**src/rtl/regmove_pkg.sv**
```systemverilog
package regmove_pkg;

  // Kind of module that owns a source address
  typedef enum logic {
    SRC_MOD_MIXED = 1'b0,   // holds 8-bit registers (possibly with 16-bit ones)
    SRC_MOD_WIDE  = 1'b1    // holds only 16-bit registers
  } src_mod_e;

  // Operand resolved from the source side, before destination width merge
  typedef struct packed {
    logic wide;   // operand carries a meaningful upper byte
  } operand_attr_t;

endpackage

```
**src/rtl/regmove_rstsync.sv**
```systemverilog
// Reset synchronizer: asserts asynchronously, releases on the clock.
module regmove_rstsync #(
  parameter int STAGES = 2
) (
  input  logic clk,
  input  logic rst_n,
  output logic rst_ok
);

  logic [STAGES-1:0] sync_q;
  logic [STAGES-1:0] sync_d;

  always_comb begin
    sync_d = {sync_q[STAGES-2:0], 1'b1};
  end

  always_ff @(posedge clk or negedge rst_n) begin
    if (!rst_n) begin
      sync_q <= '0;
    end else begin
      sync_q <= sync_d;
    end
  end

  assign rst_ok = sync_q[STAGES-1];

endmodule

```
**src/rtl/regmove_prefix.sv**
```systemverilog
// One-cycle prefix byte: holds a loaded value for one cycle, else zero.
module regmove_prefix #(
  parameter int BYTE_W = 8
) (
  input  logic              clk,
  input  logic              rst_n,
  input  logic              load,
  input  logic [BYTE_W-1:0] load_val,
  output logic [BYTE_W-1:0] pfx
);

  logic [BYTE_W-1:0] pfx_q;
  logic [BYTE_W-1:0] pfx_d;
  logic              pfx_en;

  always_comb begin
    pfx_d  = load ? load_val : '0;
    // Clock only when loading or when a held value must clear
    pfx_en = load | (|pfx_q);
  end

  always_ff @(posedge clk or negedge rst_n) begin
    if (!rst_n) begin
      pfx_q <= '0;
    end else if (pfx_en) begin
      pfx_q <= pfx_d;
    end
  end

  assign pfx = pfx_q;

endmodule

```
**src/rtl/regmove_srcsel.sv**
```systemverilog
// Resolves the source operand, substituting a word for undefined sources.
module regmove_srcsel
  import regmove_pkg::*;
#(
  parameter int BYTE_W = 8,
  localparam int DATA_W = 2 * BYTE_W
) (
  input  logic [DATA_W-1:0] src_data,
  input  logic              src_wide,
  input  logic              src_defined,
  input  logic              src_mod_wide,
  input  logic [BYTE_W-1:0] pfx,
  output logic [DATA_W-1:0] opnd,
  output operand_attr_t     opnd_attr
);

  src_mod_e mod_kind;

  always_comb begin
    mod_kind = src_mod_e'(src_mod_wide);
    if (!src_defined) begin
      opnd_attr.wide = 1'b1;
      if (mod_kind == SRC_MOD_WIDE) begin
        opnd = '0;
      end else begin
        opnd = {pfx, {BYTE_W{1'b0}}};
      end
    end else if (src_wide) begin
      opnd_attr.wide = 1'b1;
      opnd           = src_data;
    end else begin
      opnd_attr.wide = 1'b0;
      opnd           = {{BYTE_W{1'b0}}, src_data[BYTE_W-1:0]};
    end
  end

endmodule

```
**src/rtl/regmove_merge.sv**
```systemverilog
// Builds the destination word byte lane by byte lane.
module regmove_merge
  import regmove_pkg::*;
#(
  parameter int BYTE_W = 8,
  localparam int DATA_W = 2 * BYTE_W,
  localparam int LANES  = DATA_W / BYTE_W
) (
  input  logic [DATA_W-1:0] opnd,
  input  operand_attr_t     opnd_attr,
  input  logic              dst_wide,
  input  logic [BYTE_W-1:0] pfx,
  output logic [DATA_W-1:0] wr_word
);

  for (genvar g = 0; g < LANES; g++) begin : g_lane
    if (g == 0) begin : g_low
      // Low lane always carries the operand's low byte
      assign wr_word[BYTE_W-1:0] = opnd[BYTE_W-1:0];
    end else begin : g_high
      logic [BYTE_W-1:0] lane_q;
      always_comb begin
        if (!dst_wide) begin
          lane_q = '0;
        end else if (opnd_attr.wide) begin
          lane_q = opnd[g*BYTE_W +: BYTE_W];
        end else if (g == 1) begin
          lane_q = pfx;
        end else begin
          lane_q = '0;
        end
      end
      assign wr_word[g*BYTE_W +: BYTE_W] = lane_q;
    end
  end

endmodule

```
**src/rtl/regmove_unit.sv**
```systemverilog
module regmove_unit
  import regmove_pkg::*;
#(
  parameter int IDX_W  = 4,
  parameter int BYTE_W = 8,
  localparam int DATA_W = 2 * BYTE_W
) (
  input  logic              clk,
  input  logic              rst_n,
  input  logic              mv_strobe,
  input  logic [IDX_W-1:0]  src_idx,
  input  logic [IDX_W-1:0]  dst_idx,
  input  logic              src_wide,
  input  logic              dst_wide,
  input  logic              src_defined,
  input  logic              dst_defined,
  input  logic              src_mod_wide,
  input  logic [DATA_W-1:0] src_data,
  input  logic              pfx_load,
  input  logic [BYTE_W-1:0] pfx_value,
  output logic [IDX_W-1:0]  rd_idx,
  output logic              wr_en,
  output logic [IDX_W-1:0]  wr_idx,
  output logic [DATA_W-1:0] wr_data,
  output logic              src_fx
);

  logic              rst_ok;
  logic [BYTE_W-1:0] pfx;
  logic [DATA_W-1:0] opnd;
  operand_attr_t     opnd_attr;

  regmove_rstsync #(.STAGES(2)) u_rst (
    .clk    (clk),
    .rst_n  (rst_n),
    .rst_ok (rst_ok)
  );

  regmove_prefix #(.BYTE_W(BYTE_W)) u_pfx (
    .clk      (clk),
    .rst_n    (rst_ok),
    .load     (pfx_load),
    .load_val (pfx_value),
    .pfx      (pfx)
  );

  regmove_srcsel #(.BYTE_W(BYTE_W)) u_src (
    .src_data     (src_data),
    .src_wide     (src_wide),
    .src_defined  (src_defined),
    .src_mod_wide (src_mod_wide),
    .pfx          (pfx),
    .opnd         (opnd),
    .opnd_attr    (opnd_attr)
  );

  regmove_merge #(.BYTE_W(BYTE_W)) u_merge (
    .opnd      (opnd),
    .opnd_attr (opnd_attr),
    .dst_wide  (dst_wide),
    .pfx       (pfx),
    .wr_word   (wr_data)
  );

  always_comb begin
    rd_idx = src_idx;
    wr_idx = dst_idx;
    wr_en  = rst_ok & mv_strobe & dst_defined;
    src_fx = rst_ok & mv_strobe & src_defined;
  end

endmodule

```
**config.mk**
```make
export PLATFORM = sky130hd
export DESIGN_NAME = regmove_unit
export DESIGN_NICKNAME = d
export VERILOG_FILES = /design/src/rtl/regmove_pkg.sv /design/src/rtl/regmove_rstsync.sv /design/src/rtl/regmove_prefix.sv /design/src/rtl/regmove_srcsel.sv /design/src/rtl/regmove_merge.sv /design/src/rtl/regmove_unit.sv
export SDC_FILE = /design/constraint.sdc
export NUM_CORES = 1
export LEC_CHECK = 0
export ABC_AREA = 1
export ABC_CLOCK_PERIOD_IN_PS = 1000
export BUFFER_PORTS_ARGS = -buffer_cell sky130_fd_sc_hd__buf_4
export CAP_MARGIN = 5
export CORE_MARGIN = 2
export CORE_UTILIZATION = 38
export DETAILED_ROUTE_END_ITERATION = 12
export PLACE_DENSITY = 0.77
export SKIP_CTS_REPAIR_TIMING = 1
export SKIP_LAST_GASP = 1
export SYNTH_ARGS = -nofsm -noshare
export SYNTH_HDL_FRONTEND = slang
export SYNTH_SLANG_ARGS = --single-unit
```
**constraint.sdc**
```tcl
create_clock -name clk -period 1 [get_ports clk]
set_input_delay 0.1 -clock clk [delete_from_list [all_inputs] [get_ports clk]]
set_output_delay 0.1 -clock clk [all_outputs]
set_load 0.01 [all_outputs]
```
# After elaboration in Yosys (flattened, before gate mapping)
# Cells that the tools add are included.
# Widths: inputs -> output; s select.
dict set report op_classes {
  bitwise_logic 4
  n_reduce_logical 1
  mux 8
}
# cell count
set ops {}
lappend ops {{$mux 16} 3}
lappend ops {{$mux 8} 3}
lappend ops {{$reduce_or 8->1} 1}
lappend ops {{$and 1x1->1} 3}
lappend ops {{$mux 1} 2}
lappend ops {{$or 1x1->1} 1}
dict set report word_totals {
  register_bits 10
  output_inout_bits 26
  elab_cells 15
}

# Logic depth before layout (Yosys ltp)
dict set report depth {
  ltp_word 4
  mapped_depth 6
}

# By module
# A second synthesis with hierarchy kept.
dict set report hier_totals {
  cells_unflattened 138
  hier_area_um2 892.1
}
# mod cells_each area_per_inst_um2 n_inst seq_area_each_um2
set by_module_without_submodules {}
lappend by_module_without_submodules {regmove_prefix 25 265.3 1 200.2}
lappend by_module_without_submodules {regmove_merge 51 256.5 1 0.0}
lappend by_module_without_submodules {regmove_srcsel 46 237.7 1 0.0}
lappend by_module_without_submodules {regmove_unit 13 78.8 1 0.0}
lappend by_module_without_submodules {regmove_rstsync 3 53.8 1 50.0}

# Worst setup path before layout
# No wires, ideal clock.
dict set report synth_timing {
  kind {register to output}
  from {register u_rst.sync_q[1]}
  to {output port src_fx}
  path_buffers 0
  t_arrival_ns 0.762
  setup_slack_ns 0.138
  stages_incl_launch_ff 3
  cell_sequence {dfrtp_1 nand2_1 nor2_1}
}
dict set report synth_between {
  elab_chain_len 2
}
# element line
set synth_lines {}
lappend synth_lines {{start, declared} regmove_rstsync.sv:10} ;# logic [STAGES-1:0] sync_q;
lappend synth_lines {{start signal, assigned} regmove_rstsync.sv:21} ;# sync_q <= sync_d;
lappend synth_lines {{$and 1x1->1 (2 in a row)} regmove_unit.sv:69} ;# src_fx = rst_ok & mv_strobe & src_defined;
lappend synth_lines {{end, declared} regmove_unit.sv:25} ;# output logic src_fx
# Every way passes these cells.

# Final worst setup path
dict set report layout_timing {
  from {register u_pfx.pfx_q[5] (netlist: u_pfx.pfx[5])}
  to {output port wr_data[13]}
}
dict set report layout_between {
  elab_chain_len 4
}
# element line
set layout_lines {}
lappend layout_lines {{start, declared} regmove_prefix.sv:12} ;# logic [BYTE_W-1:0] pfx_q;
lappend layout_lines {{start signal, assigned} regmove_prefix.sv:26} ;# pfx_q <= pfx_d;
lappend layout_lines {{$mux 16} regmove_srcsel.sv:23} ;# if (mod_kind == SRC_MOD_WIDE) begin
lappend layout_lines {{$mux 16} regmove_srcsel.sv:21} ;# if (!src_defined) begin
lappend layout_lines {{$mux 8 *} regmove_merge.sv:25} ;# end else if (opnd_attr.wide) begin
lappend layout_lines {{$mux 8 *} regmove_merge.sv:23} ;# if (!dst_wide) begin
lappend layout_lines {{end, declared} regmove_unit.sv:24} ;# output logic [DATA_W-1:0] wr_data,
# Every way passes the cells marked *; elsewhere a longest branch is shown, timed or not.

==> results.json <==
{
  "cts_root_buf": "clkbuf_4",
  "grt_util_all_layers_pct": 14.5,
  "cts_made_buffers": 3,
  "start_kind": "register",
  "via_per_inst": 4.18,
  "fin_nets": 212,
  "path_class": "reg2out",
  "fmax_mhz": 900,
  "vdd_drop_max_mv": 0.849,
  "diodes": 0,
  "setup_violations": 7,
  "cp.arrival_ps": 1010,
  "skew_ps": 1.12,
  "crit_path_end_kind": "output port",
  "gp_congestion": 0.729,
  "maxCapViolations": 0,
  "coreArea_um2": 1980,
  "row_count": 16,
  "synth_area_um2": 807,
  "ant_nets": 0,
  "drt_iter0_markers": 11,
  "power_frac_seq_pct": 43.2,
  "hold_depth": 3,
  "grt_pass1_wl_um": 2850,
  "synth_area_leaders": "dfrtp_1 (31%), nand2_1 (25%), inv_1 (13%)",
  "yosys-top-cells-count": "nand2_1 (54), inv_1 (27), nor2_1 (15)",
  "post-route-period-util_pct": 111,
  "drive_gt1_share_pct": 37.3,
  "num_vias": 820,
  "switchingPower_uw": 272,
  "syn_area_per_cell_um2": 6.35,
  "syn_nets": 168,
  "n_fill_cell": 201,
  "start_util_pct": 40.7,
  "grt_max_degree": 20,
  "p_total_mw": 1.01,
  "yosys.area.top_type": "dfrtp_1",
  "dr.pass1.iters": 4,
  "io_buffers": 50,
  "worst_slack_ps": -111,
  "clock_power_share_pct": 24.2,
  "ys_async_sr_fraction_pct": 100,
  "clk_pin_slew_ps": 50,
  "reg2reg_slack_ps": 540,
  "synth.most_common_cell": "nand2_1",
  "drcViolationCount": 0,
  "required_ps": 900,
  "area_growth_syn_to_layout_pct": 41.1,
  "final_cells": 196,
  "die-area_um2": 2510,
  "power_density_nw_per_um2": 889,
  "overflow": 0,
  "cts_tree": "yes",
  "violations": "setup timing",
  "die_y_um": 50.1,
  "switching_share_pct": 26.9,
  "status": "finished, violations left",
  "hold_ws_ps": 35.0,
  "clock-sinks": 10,
  "worstHoldEndpoint": "u_pfx.pfx[1]",
  "die_w_um": 50.1,
  "antenna_found_initial": 0,
  "worstHoldStart": "pfx_value[1]",
  "drv_slew": 0,
  "worstPathMaxFanout": 2,
  "yosysSeqAreaShare_pct": 31.0,
  "ys.flop_type": "dfrtp_1",
  "reg2regPathDepth": 0,
  "reg2reg_to": "u_rst.sync_q[1]",
  "power_leakage_nw": 0.786,
  "wl_per_cell_um": 8.93,
  "rsz0062_at_grt": "yes",
  "postRouteWirelength_um": 1750,
  "power_frac_comb_pct": 32.6,
  "htreeDepth": 1,
  "ys_ff_latch": 10,
  "p_int_uw": 740,
  "synth_edf_count": 0,
  "io_pins": 67,
  "hold_class": "in2reg",
  "synth_cells": 127,
  "fin_crit_ps": 1110,
  "ys.warnings.count": 0,
  "yosysUniqueCellTypes": 16,
  "timing.rr.start": "u_rst.sync_q[0]",
  "synth_top_area_share_pct": 31.0,
  "clock_latency_ps": 250,
  "clk_path_buf_depth": 2,
  "finalHoldViolCount": 0,
  "grt_pass1_vias": 692,
  "dp_hpwl_um": 1520,
  "place_inst": 192
}
-- stage by stage --
step	setup slack, ps	utilization (%)	instance area (um^2)	setup TNS, ps
2_1_floorplan	138	-	807	0
3_3_place_gp	77.9	55.4	1100	0
3_5_place_dp	61.7	55.4	1100	0
4_1_cts	-134	56.5	1120	-709
5_1_grt	-188	57.4	1140	-1210
6_report	-111	57.4	1140	-583
-- power by group through the flow --
stage	Sequential, mW	Combinational, mW	Clock (mW)
3_3_place_gp	0.442	0.319	0
6_report	0.437	0.330	0.245
5_1_grt	0.439	0.370	0.264
2_1_floorplan	0.444	0.201	0
4_1_cts	0.436	0.328	0.258
3_5_place_dp	0.443	0.327	0
-- logic make-up after synthesis --
kind of cell | Yosys count | synth area share (%)
flip-flops | 10 | 31.0
AO/OA/AOI/OAI | 1 | 1.09
AND/OR/NAND/NOR | 74 | 38.8
buffers and inverters | 41 | 28.7
other | 1 | 0.465
-- worst max-delay path by stage --
stage / startpoint / to / slack, ps / cells past startpoint
final: u_pfx.pfx[5] / wr_data[13] / -110 / 5
after global routing: u_pfx.pfx[4] / wr_data[12] / -190 / 5
after CTS: u_pfx.pfx[5] / wr_data[13] / -130 / 5
after detailed placement: src_defined / wr_data[13] / 60 / 7
after global placement: src_defined / wr_data[15] / 80 / 7
after floorplan: u_rst.sync_q[1] / src_fx / 140 / 2
-- critical path: stages, from the launching register on --
cell and delay, ps:
dfrtp_1 360, nand2_1 60, nand2_1 60, nand2_1 60, nor2_1 90, buf_4 120
-- per-layer routing --
metal  track usage (%)  up-vias  part of all wire (%)
met1              14.3      343                    33
met5                 0        -                     0
li1                  -      425                     -
met2              27.2       42                    52
met4              6.48        0                   2.9
met3              4.24       10                    12
-- placed cells by master (no fill, tap or decap) --
master | Yosys | layout
nand2_4 | 1 | 1
inv_1 | 27 | 27
buf_6 | 2 | 1
a21oi_2 | 1 | 1
inv_2 | 1 | 1
buf_4 | 8 | 50
dfrtp_1 | 10 | 10
nand3_2 | 1 | 1
dlygate4sd3_1 | 0 | 1
nor2_8 | 1 | 1
nand2_1 | 54 | 53
nor2_1 | 15 | 14
conb_1 | 1 | 1
clkbuf_4 | 0 | 3
nand2_2 | 1 | 2
nor2_2 | 1 | 2
-- state kept, by name (all words and copies together), names as in the netlist --
register      flops
u_pfx.pfx         8
u_rst.sync_q      2
-- area by class of cell --
class	instances	area, um^2	share of cell area (%)
flip-flops and latches	10	250	22.0
well taps	27	33.8	2.97
repair buffers	52	397	34.8
clock buffers	3	22.5	1.98
multi-input cells	76	330	29.0
inverters	28	105	9.23
(Power assumes the default switching activity.)
